===== src/rtl/rm_addr_pkg.sv =====
`timescale 1ns/1ps
package rm_addr_pkg;

    typedef enum logic [1:0] {
        SZ_BYTE  = 2'd0,
        SZ_WORD  = 2'd1,
        SZ_DWORD = 2'd2,
        SZ_DWALT = 2'd3
    } acc_size_e;

    typedef enum logic {
        HI_FORCED   = 1'b0,
        HI_RELEASED = 1'b1
    } hi_state_e;

    // index of the last byte touched, relative to the first
    function automatic logic [1:0] last_byte_idx(input logic [1:0] sz);
        logic [1:0] idx;
        unique case (acc_size_e'(sz))
            SZ_BYTE:  idx = 2'd0;
            SZ_WORD:  idx = 2'd1;
            SZ_DWORD: idx = 2'd3;
            SZ_DWALT: idx = 2'd3;
            default:  idx = 2'd3;
        endcase
        return idx;
    endfunction

endpackage


===== src/rtl/rm_seg_adder.sv =====
`timescale 1ns/1ps
module rm_seg_adder #(
    parameter int SEG_W = 16,
    parameter int OFF_W = 16,
    parameter int SHIFT = 4,
    localparam int LIN_W = SEG_W + SHIFT + 1
) (
    input  logic [SEG_W-1:0] seg_i,
    input  logic [OFF_W-1:0] off_i,
    output logic [LIN_W-1:0] lin_o
);
    logic [LIN_W-1:0] seg_base;
    logic [LIN_W-1:0] off_ext;

    always_comb begin
        seg_base = {1'b0, seg_i, {SHIFT{1'b0}}};
        off_ext  = {{(LIN_W-OFF_W){1'b0}}, off_i};
        lin_o    = seg_base + off_ext;   // carry into top bit is retained
    end
endmodule


===== src/rtl/rm_overrun_chk.sv =====
`timescale 1ns/1ps
module rm_overrun_chk
    import rm_addr_pkg::*;
#(
    parameter int OFF_W = 16
) (
    input  logic [OFF_W-1:0] off_i,
    input  logic [1:0]       size_i,
    output logic             overrun_o
);
    logic [OFF_W:0] end_off;

    always_comb begin
        end_off   = {1'b0, off_i} + {{(OFF_W-1){1'b0}}, last_byte_idx(size_i)};
        overrun_o = end_off[OFF_W];
    end
endmodule


===== src/rtl/rm_hiline_fsm.sv =====
`timescale 1ns/1ps
module rm_hiline_fsm
    import rm_addr_pkg::*;
(
    input  logic clk,
    input  logic rst_n,
    input  logic far_xfer_i,
    output logic forcing_o
);
    hi_state_e state_q, state_d;

    // next-state logic
    always_comb begin
        state_d = state_q;
        unique case (state_q)
            HI_FORCED:   if (far_xfer_i) state_d = HI_RELEASED;  // far_release
            HI_RELEASED: state_d = HI_RELEASED;
            default:     state_d = HI_FORCED;
        endcase
    end

    // state register
    always_ff @(posedge clk) begin
        if (!rst_n) state_q <= HI_FORCED;
        else        state_q <= state_d;
    end

    // outputs
    always_comb begin
        unique case (state_q)
            HI_FORCED:   forcing_o = 1'b1;
            HI_RELEASED: forcing_o = 1'b0;
            default:     forcing_o = 1'b1;
        endcase
    end

    // release is sticky until reset
    a_r6_release_sticky: assert property (@(posedge clk) disable iff (!rst_n)
        (state_q == HI_RELEASED) |=> (state_q == HI_RELEASED));

    // a far transfer while forced leads to the released state
    a_r6_far_releases: assert property (@(posedge clk) disable iff (!rst_n)
        far_xfer_i |=> (state_q == HI_RELEASED));
endmodule


===== src/rtl/rm_addr_gen.sv =====
`timescale 1ns/1ps
module rm_addr_gen
    import rm_addr_pkg::*;
#(
    parameter int SEG_W     = 16,
    parameter int OFF_W     = 16,
    parameter int SHIFT     = 4,
    parameter int PADDR_W   = 32,
    parameter int VEC_W     = 8,
    parameter int FAULT_W   = 8,
    parameter int FAULT_NUM = 13
) (
    input  logic                 clk,
    input  logic                 rst_n,
    input  logic                 acc_req,
    input  logic [SEG_W-1:0]     seg_val,
    input  logic [OFF_W-1:0]     off_val,
    input  logic [1:0]           acc_size,
    input  logic                 code_rel,
    input  logic                 far_xfer,
    input  logic                 vec_req,
    input  logic [VEC_W-1:0]     vec_num,
    output logic [PADDR_W-1:0]   phys_addr,
    output logic [PADDR_W-3:0]   bus_addr,
    output logic                 addr_vld,
    output logic                 fault_vld,
    output logic [FAULT_W-1:0]   fault_num
);
    localparam int HI_LO  = SEG_W + SHIFT;
    localparam int LIN_W  = HI_LO + 1;
    localparam int HI_W   = PADDR_W - HI_LO;
    localparam int BUS_W  = PADDR_W - 2;
    localparam logic [PADDR_W-1:0] MAX_LIN =
        PADDR_W'(((2**SEG_W) - 1) * (2**SHIFT) + (2**OFF_W) - 1);
    localparam logic [PADDR_W-1:0] VEC_TOP = PADDR_W'((2**VEC_W) * 4 - 1);

    logic [LIN_W-1:0]   lin;
    logic               overrun;
    logic               forcing;

    logic               any_req;
    logic               forced_now;
    logic [PADDR_W-1:0] phys_d;
    logic [BUS_W-1:0]   bus_d;
    logic               vld_d, flt_d;

    logic               forced_q;
    logic               vec_q;

    rm_seg_adder #(.SEG_W(SEG_W), .OFF_W(OFF_W), .SHIFT(SHIFT)) u_add (
        .seg_i (seg_val),
        .off_i (off_val),
        .lin_o (lin)
    );

    rm_overrun_chk #(.OFF_W(OFF_W)) u_ovr (
        .off_i     (off_val),
        .size_i    (acc_size),
        .overrun_o (overrun)
    );

    rm_hiline_fsm u_fsm (
        .clk        (clk),
        .rst_n      (rst_n),
        .far_xfer_i (far_xfer),
        .forcing_o  (forcing)
    );

    always_comb begin
        any_req    = acc_req | vec_req;
        forced_now = 1'b0;
        phys_d     = '0;
        flt_d      = 1'b0;
        if (vec_req) begin
            phys_d = {{(PADDR_W-VEC_W-2){1'b0}}, vec_num, 2'b00};
        end else if (acc_req) begin
            forced_now = code_rel & forcing;
            flt_d      = overrun;
            if (forced_now) phys_d = {{HI_W{1'b1}}, lin[HI_LO-1:0]};
            else            phys_d = {{(PADDR_W-LIN_W){1'b0}}, lin};
        end
        vld_d = any_req & ~flt_d;
        bus_d = {{HI_W{forced_now}}, phys_d[HI_LO-1:2]};
    end

    always_ff @(posedge clk) begin
        if (!rst_n) begin
            phys_addr <= '0;
            bus_addr  <= '0;
            addr_vld  <= 1'b0;
            fault_vld <= 1'b0;
            fault_num <= '0;
            forced_q  <= 1'b0;
            vec_q     <= 1'b0;
        end else begin
            phys_addr <= phys_d;
            bus_addr  <= bus_d;
            addr_vld  <= vld_d;
            fault_vld <= flt_d;
            fault_num <= flt_d ? FAULT_W'(FAULT_NUM) : '0;
            forced_q  <= forced_now;
            vec_q     <= vec_req;
        end
    end

    // a faulting access is never presented as valid, and carries code 13
    a_r4_fault_suppresses: assert property (@(posedge clk) disable iff (!rst_n)
        fault_vld |-> (!addr_vld && fault_num == FAULT_W'(FAULT_NUM)));

    // a single-byte access can never overrun
    a_r3_byte_no_fault: assert property (@(posedge clk) disable iff (!rst_n)
        (acc_req && !vec_req && acc_size == 2'd0) |=> !fault_vld);

    // unforced segmented addresses stay within the reachable range
    a_r1_range: assert property (@(posedge clk) disable iff (!rst_n)
        (addr_vld && !forced_q && !vec_q) |-> (phys_addr <= MAX_LIN));

    // unforced bus upper bits are low
    a_r7_bus_upper_low: assert property (@(posedge clk) disable iff (!rst_n)
        (addr_vld && !forced_q) |-> (bus_addr[BUS_W-1:HI_LO-2] == '0));

    // vector lookups stay inside the vector table and never fault
    a_r8_vec_table: assert property (@(posedge clk) disable iff (!rst_n)
        vec_req |=> (addr_vld && !fault_vld && phys_addr <= VEC_TOP));

    // no request, no result
    a_r2_idle: assert property (@(posedge clk) disable iff (!rst_n)
        (!acc_req && !vec_req) |=> (!addr_vld && !fault_vld));
endmodule


===== config.mk =====
export PLATFORM = sky130hd
export DESIGN_NAME = rm_addr_gen
export DESIGN_NICKNAME = d
export VERILOG_FILES = /design/src/rtl/rm_addr_pkg.sv /design/src/rtl/rm_seg_adder.sv /design/src/rtl/rm_overrun_chk.sv /design/src/rtl/rm_hiline_fsm.sv /design/src/rtl/rm_addr_gen.sv
export SDC_FILE = /design/constraint.sdc
export NUM_CORES = 1
export LEC_CHECK = 0
export BUFFER_PORTS_ARGS = -buffer_cell sky130_fd_sc_hd__buf_2
export CAP_MARGIN = 30
export CORE_MARGIN = 3
export CORE_UTILIZATION = 35
export CTS_BUF_LIST = sky130_fd_sc_hd__clkbuf_4 sky130_fd_sc_hd__clkbuf_8
export DETAILED_ROUTE_END_ITERATION = 8
export HOLD_SLACK_MARGIN = 0.15
export PLACE_DENSITY = 0.74
export REMOVE_ABC_BUFFERS = 1
export SLEW_MARGIN = 20
export SYNTH_ARGS = -nofsm -noshare
export SYNTH_HDL_FRONTEND = slang
export SYNTH_SLANG_ARGS = --single-unit

===== constraint.sdc =====
create_clock -name clk -period 1.6 [get_ports clk]
set_input_delay 0.08 -clock clk [delete_from_list [all_inputs] [get_ports clk]]
set_output_delay 0.08 -clock clk [all_outputs]
set_load 0.05 [all_outputs]

; Word-level counts from Yosys, hierarchy flattened
; Index checks and enable logic that the tools add are counted.
[classes]
n_addsub = 2
eq_ne = 3
n_mux = 12
bitwise_logic = 7
reduce_logical = 3
[ops]
columns = op, count
row1 = 20-bit 2-to-1 mux, 2
row2 = 32-bit 2-to-1 mux, 1
row3 = 20-bit by 16-bit adder with 21-bit output, 1
row4 = 16-bit by 2-bit adder with 17-bit output, 1
row5 = 2-bit case mux with 3 select lines, 1
row6 = 1-bit 2-to-1 mux, 5
row7 = 2-bit == test (second input constant), 2
row8 = 4-bit 2-to-1 mux, 1
row9 = 1-bit NOT, 4
row10 = 1-bit case mux with 2 select lines, 2
row11 = 3-bit OR reduction, 1
row12 = 1-bit AND, 2
row13 = 2-bit by 1-bit == test with 1-bit output (second input constant), 1
row14 = 2-bit zero test, 1
row15 = 2-bit OR reduction, 1
row16 = 1-bit OR, 1
[word_totals]
reg_bits = 62
in_bits = 48
output_inout_bits = 72

; Longest topological paths before layout
; Gate-level depths: netlist of run 1.
[depth]
depth_word = 8
depth_mapped = 8

; Hierarchy
; A second synthesis of run 1 with hierarchy kept.
[hier_totals]
hier_cells = 220
area_unflattened_um2 = 1918.1
[by_module_without_submodules]
columns = mod, instances, cells_per_inst, area_each_um2, seq_area_each_um2
row1 = rm_addr_gen, 1, 122, 1121.1, 480.5
row2 = rm_seg_adder, 1, 86, 698.2, 0.0
row3 = rm_overrun_chk, 1, 9, 67.6, 0.0
row4 = rm_hiline_fsm, 1, 3, 31.3, 20.0

; Least setup slack after synthesis of run 1
; No wires, ideal clock.
[synth_path]
path_type = input to register
start = in seg_val[0]
end = reg phys_addr[20]
setup_time_ps = 87
t_arrival_ps = 1621
required_time_ps = 1513
slack_ps = -108
cell_stages = 8
path_buffers = 0
cell_sequence = ha_1 > inv_1 > fa_1 > nand2b_1 > a21o_1 > a211oi_2 > nor2_1 > o31ai_1
[synth_between]
elab_chain_len = 2
[synth_lines]
columns = item, line
row1 = "start, declared", rm_addr_gen.sv:16  ; input logic [SEG_W-1:0] seg_val,
row2 = 20-bit by 16-bit adder with 21-bit output, rm_seg_adder.sv:18  ; lin_o = seg_base + off_ext;
row3 = 32-bit 2-to-1 mux, rm_addr_gen.sv:79  ; if (forced_now) phys_d = {{HI_W{1'b1}}, lin[HI_LO-1:0]};
row4 = "end signal, assigned", rm_addr_gen.sv:96  ; phys_addr <= phys_d;
row5 = "end, declared", rm_addr_gen.sv:23  ; output logic [PADDR_W-1:0] phys_addr,
; Every way passes these cells.
; A chain may end at the register's enable or synchronous reset.

; Final worst setup path of run 1
[layout_path]
start = in off_val[9]
end = reg phys_addr[19]
[layout_between]
elab_chain_len = 4
[layout_lines]
columns = item, line
row1 = "start, declared", rm_addr_gen.sv:17  ; input logic [OFF_W-1:0] off_val,
row2 = 20-bit by 16-bit adder with 21-bit output, rm_seg_adder.sv:18
row3 = 32-bit 2-to-1 mux, rm_addr_gen.sv:79
row4 = 20-bit 2-to-1 mux, rm_addr_gen.sv:76  ; end else if (acc_req) begin
row5 = 20-bit 2-to-1 mux, rm_addr_gen.sv:74  ; if (vec_req) begin
; Every way passes these cells.

==> impl_metrics.tcl, run 1 <==
set metrics [dict create \
    status "completed" \
    htree_levels 1 \
    drive_gt1_frac 0.473 \
    period_share 0.960 \
    crit_path_cell_trace "buf_2 > ha_4 > o21a_1 > o211ai_2 > a221o_1 > or4_4 > a21oi_2" \
    min-delay-start "seg_val[12]" \
    cp_max_fo 4 \
    arrival_ns 1.75 \
    tns_ns 0 \
    ioPinCount 120 \
    r2r_setup_slack_ns 0.76 \
    maxCapViolations 0 \
    tightestPinTransition_ns 0.499 \
    placed_cell_area_sq_mm 0.00241 \
    drcViolationCount 0 \
    io_buffers 114 \
    slowest_stage "or4_4" \
    synth_flop_cell "dfxtp_1" \
    drt-total-wl_um 5830 \
    via_count 2041 \
    dpl.cell_count 396 \
    yosysSeqAreaShare 0.265 \
    worstHoldPathCells 3 \
    slew_violations 0 \
    min_path_type "input pin to register" \
    gr-total-overflow 0 \
    grt_use_total 0.168 \
    die_h_um 79.5 \
    drt-pass1-iter-count 4 \
    syn_area_sq_mm 0.00189 \
    timing_hold_violations_final 0 \
    dieWidth_um 79.5 \
    slowest_delay_ns 0.53 \
    initial_core_util 0.365 \
    clk_path_buf_depth 2 \
    dpl_worst_slack_ns -0.331 \
    r2r_cells 3 \
    async_reset_ff_frac 0 \
    synth_cells 228 \
    numCtsBuffers 3 \
    worstSetupStartpointType "input pin" \
    rsz0062_at_grt "false" \
    areaGrowthSynthToFinish_pct 46.1 \
    crit_buf_inv 1 \
    holdPathEnd "phys_addr[16]$_SDFF_PP0_" \
    post-dp-hpwl_um 4290 \
    antenna_found_initial 0 \
    path_clk_slew_ns 0.10 \
    setup_slack_ns 0.0637 \
    avgViaCountPerCell 4.80 \
    num_rows 26 \
    max_freq_mhz 651 \
    stdcell_count 425 \
    clock_latency_ns 0.27 \
    cp_top_family "compound AO/OA/AOI/OAI gates" \
    r2r-start "u_fsm.state_q$_SDFF_PN0_" \
    power_density_mw_per_mm2 706 \
    cts.sinks 25 \
    slew_headroom 0.667 \
    period_minus_slack_ns 1.54 \
    layout_commonest_cell "buf_2" \
    final_cell_mix "buf_2, buf_4, dfxtp_1" \
    synth-edff-count 0 \
    ys_ff_latch 25 \
    cp.required_ns 1.82 \
    skew_ns 0.00367 \
    nets 416 \
    ir_drop_v 0.000346 \
    startpoint "off_val[9]" \
    grt_max_degree 24 \
    cts_tree "yes" \
    avgSynthCellArea_sq_um 8.29 \
    grt_pass1_wl_um 8580 \
    cts_root_buf "clkbuf_8" \
    final_area_sq_mm 0.00276 \
    die_area_sq_mm 0.00632 \
    first_global_vias 1918 \
    leakage_nw 1.47 \
    synth.distinct_cells 43 \
    globalplace.congestion 0.848 \
    path_class "input pin to register" \
    wl_per_cell_um 13.7 \
    cp-end-kind "register" \
    ant_nets 0 \
    drt_iter0_markers 74 \
    reg2reg_to "phys_addr[20]$_SDFF_PP0_" \
    core_sq_mm 0.00517 \
    yosys_warnings 0 \
    finalSetupViolations 0 \
]
[Yosys cell counts, types with 3 or more instances]
| cell type | count | share of area |
|---|---|---|
| buf_4 | 48 | 0.19 |
| dfxtp_1 | 25 | 0.26 |
| nor2_1 | 17 | 0.034 |
| a21oi_1 | 15 | 0.040 |
| ha_1 | 13 | 0.086 |
| nand2_1 | 11 | 0.022 |
| nor3_1 | 11 | 0.029 |
| o21a_1 | 8 | 0.032 |
| inv_1 | 7 | 0.014 |
| nand3_1 | 7 | 0.019 |
| a21o_1 | 6 | 0.024 |
| o211ai_1 | 4 | 0.016 |
| a22oi_1 | 3 | 0.012 |
| and2_1 | 3 | 0.0099 |
| nand2b_1 | 3 | 0.0099 |
| nand4_1 | 3 | 0.0099 |
| nor4_1 | 3 | 0.0099 |
| o21ai_0 | 3 | 0.0079 |
| o31ai_1 | 3 | 0.012 |
| xor2_1 | 3 | 0.014 |
[worst register-to-register path, stage by stage, from the launching register on]
cell and delay, ns:
dfxtp_1 0.32, nor3b_1 0.26, a41oi_1 0.08, o31ai_1 0.10
[area by class of cell]
cell class / count / area (sq um)
fillers: 467 / 2410
repair buffers: 171 / 1050
multi-input cells: 146 / 1040
flip-flops and latches: 25 / 500
well taps: 70 / 87.6
clock buffers: 3 / 41.3
inverters: 7 / 26.3
clock inverters: 1 / 8.76
diodes: 2 / 5.00
[where the power goes]
part	internal, mW	leakage [nW]	total, mW	switching, mW
sequential	0.653	0.205	0.667	0.0144
combinational	0.332	1.24	0.872	0.540
clock	0.183	0.0261	0.410	0.227
[worst max-delay path by stage]
stage / depth (start not counted) / slack [ns] / endpoint
floorplan: 0 / -6.15 / bus_addr[18]
global placement: 10 / -0.27 / phys_addr[20]$_SDFF_PP0_
detailed placement: 10 / -0.33 / phys_addr[20]$_SDFF_PP0_
CTS: 7 / 0.01 / phys_addr[2]$_SDFF_PN0_
global route: 10 / 0.01 / phys_addr[20]$_SDFF_PP0_
finish: 7 / 0.06 / phys_addr[19]$_SDFF_PP0_
[stage by stage]
stage               utilization  total power [mW]  hold WS [ns]
finish                    0.534              1.95         0.165
global route              0.533              2.06         0.187
CTS                       0.517              1.93         0.166
detailed placement        0.466              1.47         0.290
global placement          0.466              1.47         0.297
floorplan                     -              1.18         0.196
[routing by layer]
metal  track usage  part of all wire  wire length [um]
met1         0.183              0.39              2270
met2         0.324              0.51              2980
met3        0.0169             0.062               361
met4        0.0739             0.037               218
met5             0                 0                 0
[logic make-up after synthesis]
logic type | after synthesis | synth area share
AND/OR/NAND/NOR | 68 | 0.182
buffers and inverters | 61 | 0.229
AO/OA/AOI/OAI | 54 | 0.202
flip-flops | 25 | 0.265
adder cells (fa/ha/maj) | 14 | 0.0967
XOR/XNOR | 5 | 0.0232
other | 1 | 0.00198
[registers in the layout, summed over array words and instances (netlist names)]
| register | flops |
|---|---|
| fault_num | 1 |
| addr_vld | 1 |
| phys_addr | 22 |
| u_fsm.state_q | 1 |
[repair_timing]
item                                   in CTS  in global routing
pin swaps                                   1                  3
setup buffers                               1                  2
endpoints found under the hold margin      17                  1
gates resized for setup                     1                  9
hold buffers                               20                  1
setup endpoints to repair                   1                  6
Note: power is estimated with default switching activity, not from simulation.
==> inputs of run 2 (changes only) <==
--- a/config.mk
+++ b/config.mk
@@ -7,2 +7,3 @@
 export LEC_CHECK = 0
+export ABC_AREA = 1
 export BUFFER_PORTS_ARGS = -buffer_cell sky130_fd_sc_hd__buf_2
@@ -12,5 +13,6 @@
 export CTS_BUF_LIST = sky130_fd_sc_hd__clkbuf_4 sky130_fd_sc_hd__clkbuf_8
+export CTS_CLUSTER_SIZE = 24
 export DETAILED_ROUTE_END_ITERATION = 8
 export HOLD_SLACK_MARGIN = 0.15
-export PLACE_DENSITY = 0.74
+export PLACE_DENSITY = 0.71
 export REMOVE_ABC_BUFFERS = 1
==> constraint.sdc (replaced) <==
create_clock -name clk -period 1.6 [get_ports clk]
set_input_delay 0.32 -clock clk [delete_from_list [all_inputs] [get_ports clk]]
set_output_delay 0.32 -clock clk [all_outputs]
set_load 0.05 [all_outputs]
==> run 2 against run 1 <==
Maximum frequency up 6.9%; via count is 4.3% higher; worst setup slack better by 0.10 ns; highest routed layer unchanged.
==> impl_metrics.tcl, run 2 <==
set metrics [dict create \
    leakage_nw 1.64 \
    path_class "input pin to register" \
    io_buffers 114 \
    synth_xor_area_frac 0.00408 \
    placed_cell_area_sq_mm 0.00259 \
    grt.busiest_layer "met2" \
    tns_ns 0 \
    hold_slack_ns 0.246 \
    top_register "phys_addr" \
    htree_levels 1 \
    cts.sinks 25 \
    synth_cells 323 \
    period_minus_slack_ns 1.44 \
    slew_violations 0 \
    synth_common_cells "nand2_1, buf_4, inv_1" \
    drt_iter0_markers 109 \
    drt-pass1-iter-count 4 \
    timing_hold_violations_final 0 \
    dpl.cell_count 482 \
    synth_fa_ha_area_frac 0.0851 \
    dieWidth_um 84.3 \
    use_met3 0.0255 \
    setup_slack_ns 0.163 \
    clock_latency_ns 0.28 \
    skew_ns 0.00618 \
    async_reset_ff_frac 0 \
    cts_tree "yes" \
    synth.distinct_cells 32 \
    numCtsBuffers 3 \
    die_area_sq_mm 0.00711 \
    synth_flop_cell "dfxtp_1" \
    initial_core_util 0.376 \
    drcViolationCount 0 \
    globalplace.congestion 0.857 \
    final_area_sq_mm 0.00265 \
    yosys_warnings 0 \
    post-dp-hpwl_um 4780 \
    avgSynthCellArea_sq_um 6.64 \
    ys_ff_latch 25 \
    grt_max_degree 24 \
    num_rows 27 \
    synthMuxAreaShare 0 \
    dpl_worst_slack_ns -0.187 \
    die_h_um 84.3 \
    clk_path_buf_depth 2 \
    worstSetupStartpointType "input pin" \
    cp-end-kind "register" \
    synth-edff-count 0 \
    cts_setup_buffers 0 \
    largest_reg_flops 22 \
    period_share 0.898 \
    grt_pass1_wl_um 8880 \
    rsz0062_at_grt "false" \
    ir_drop_v 0.000332 \
    synth_top_area_share 0.233 \
    layout_commonest_cell "buf_2" \
    cp_max_fo 4 \
    drive_gt1_frac 0.406 \
    gr-total-overflow 0 \
    synth_top_family_by_area "simple AND/OR/NAND/NOR gates" \
    globalRouteMet2Util 0.297 \
    cp.required_ns 1.78 \
    via_count 2129 \
    maxCapViolations 0 \
    yosys.area_share.simple 0.334 \
    first_global_vias 1976 \
    grt.met1_usage 0.167 \
    min_path_type "input pin to register" \
    hold_buffers 0 \
    arrival_ns 1.62 \
    nets 477 \
    power_density_mw_per_mm2 710 \
    status "completed" \
    synth_top_cell_by_area "dfxtp_1" \
    final_cell_mix "buf_2, nand2_1, inv_1" \
    path_clk_slew_ns 0.10 \
    syn_area_sq_mm 0.00215 \
    grt_use_total 0.153 \
    antenna_found_initial 0 \
    finalSetupViolations 0 \
    ant_nets 0 \
    core_sq_mm 0.00571 \
    synth-compound-area-share 0.0781 \
    max_freq_mhz 696 \
    ioPinCount 120 \
    stdcell_count 486 \
    wl_per_cell_um 11.4 \
    yosysSeqAreaShare 0.233 \
    n_antenna_cell 0 \
    yosys-top-cells-area "dfxtp_1, buf_4, nand2_1" \
    synth.most_common_cell "nand2_1" \
    cts_root_buf "clkbuf_8" \
    avgViaCountPerCell 4.38 \
    areaGrowthSynthToFinish_pct 23.3 \
    drt-total-wl_um 5530 \
]
-- run 2: cell count changes after synthesis, moves of 4 or more --
cell      delta
a21oi_2      +6
nand2_1     +69
nor2_2       +7
nor3_1      -10
o21a_1       -8
nor2_1      +10
inv_1       +39
a21o_1       -6
nand2_2      +6
nand3_1      +9
o211ai_1     -4
-- run 2: power by group --
group | leakage [nW] | switching (mW) | internal (mW)
clock | 0.0217 | 0.239 | 0.177
combinational | 1.42 | 0.545 | 0.254
sequential | 0.205 | 0.0132 | 0.651
-- run 2: final cells by class --
cell class / instances / area [sq um]
Fill cell: 604 / 3060
Sequential cell: 25 / 502
Clock inverter: 1 / 7.51
Clock buffer: 3 / 41.3
Inverter: 49 / 186
Multi-Input combinational cell: 202 / 1100
Timing Repair Buffer: 134 / 721
Tap cell: 72 / 90.1
-- run 2: repair_timing --
item                                    4_1_cts  5_1_grt
gates resized for setup                       1        1
cloned                                        0        0
endpoints found under the setup margin       23        4
-- run 2: critical path: stages --
cell and delay [ns]:
buf_2 0.09, ha_1 0.16, inv_1 0.06, fa_1 0.35
inv_1 0.12, nand3_1 0.10, nand3_2 0.10, and2_1 0.15
nor2_1 0.04, nand2_1 0.07, a21oi_2 0.06
-- run 2: stage by stage --
step            util  power [mW]
2_1_floorplan      -        1.23
3_5_place_dp   0.454        1.48
4_1_cts        0.463        1.89
6_report       0.464        1.88
3_3_place_gp   0.454        1.47
5_1_grt        0.464        1.98
-- run 2: path summary, 6_finish.rpt --
kind | startpoint | endpoint | slack [ns] | depth (start not counted)
setup / recovery | off_val[4] | phys_addr[12]$_SDFF_PP0_ | 0.16 | 11
hold / removal | far_xfer | u_fsm.state_q$_SDFF_PN0_ | 0.25 | 3
setup reg to reg | u_fsm.state_q$_SDFF_PN0_ | phys_addr[20]$_SDFF_PP0_ | 0.96 | 3
hold reg to reg | u_fsm.state_q$_SDFF_PN0_ | u_fsm.state_q$_SDFF_PN0_ | 0.47 | 2
-- run 2: kinds of logic after synthesis --
group	after synthesis
AO/OA/AOI/OAI	26
XOR/XNOR	1
adder cells (fa/ha/maj)	14
buffers and inverters	100
flip-flops	25
other	1
AND/OR/NAND/NOR	156
-- run 2: metal layers --
layer,part of all wire,wire [um],vias to the layer above
li1,-,-,1133
met1,0.40,2230,919
met2,0.51,2830,72
met3,0.071,393,5
met4,0.012,66,0
met5,0,0,-
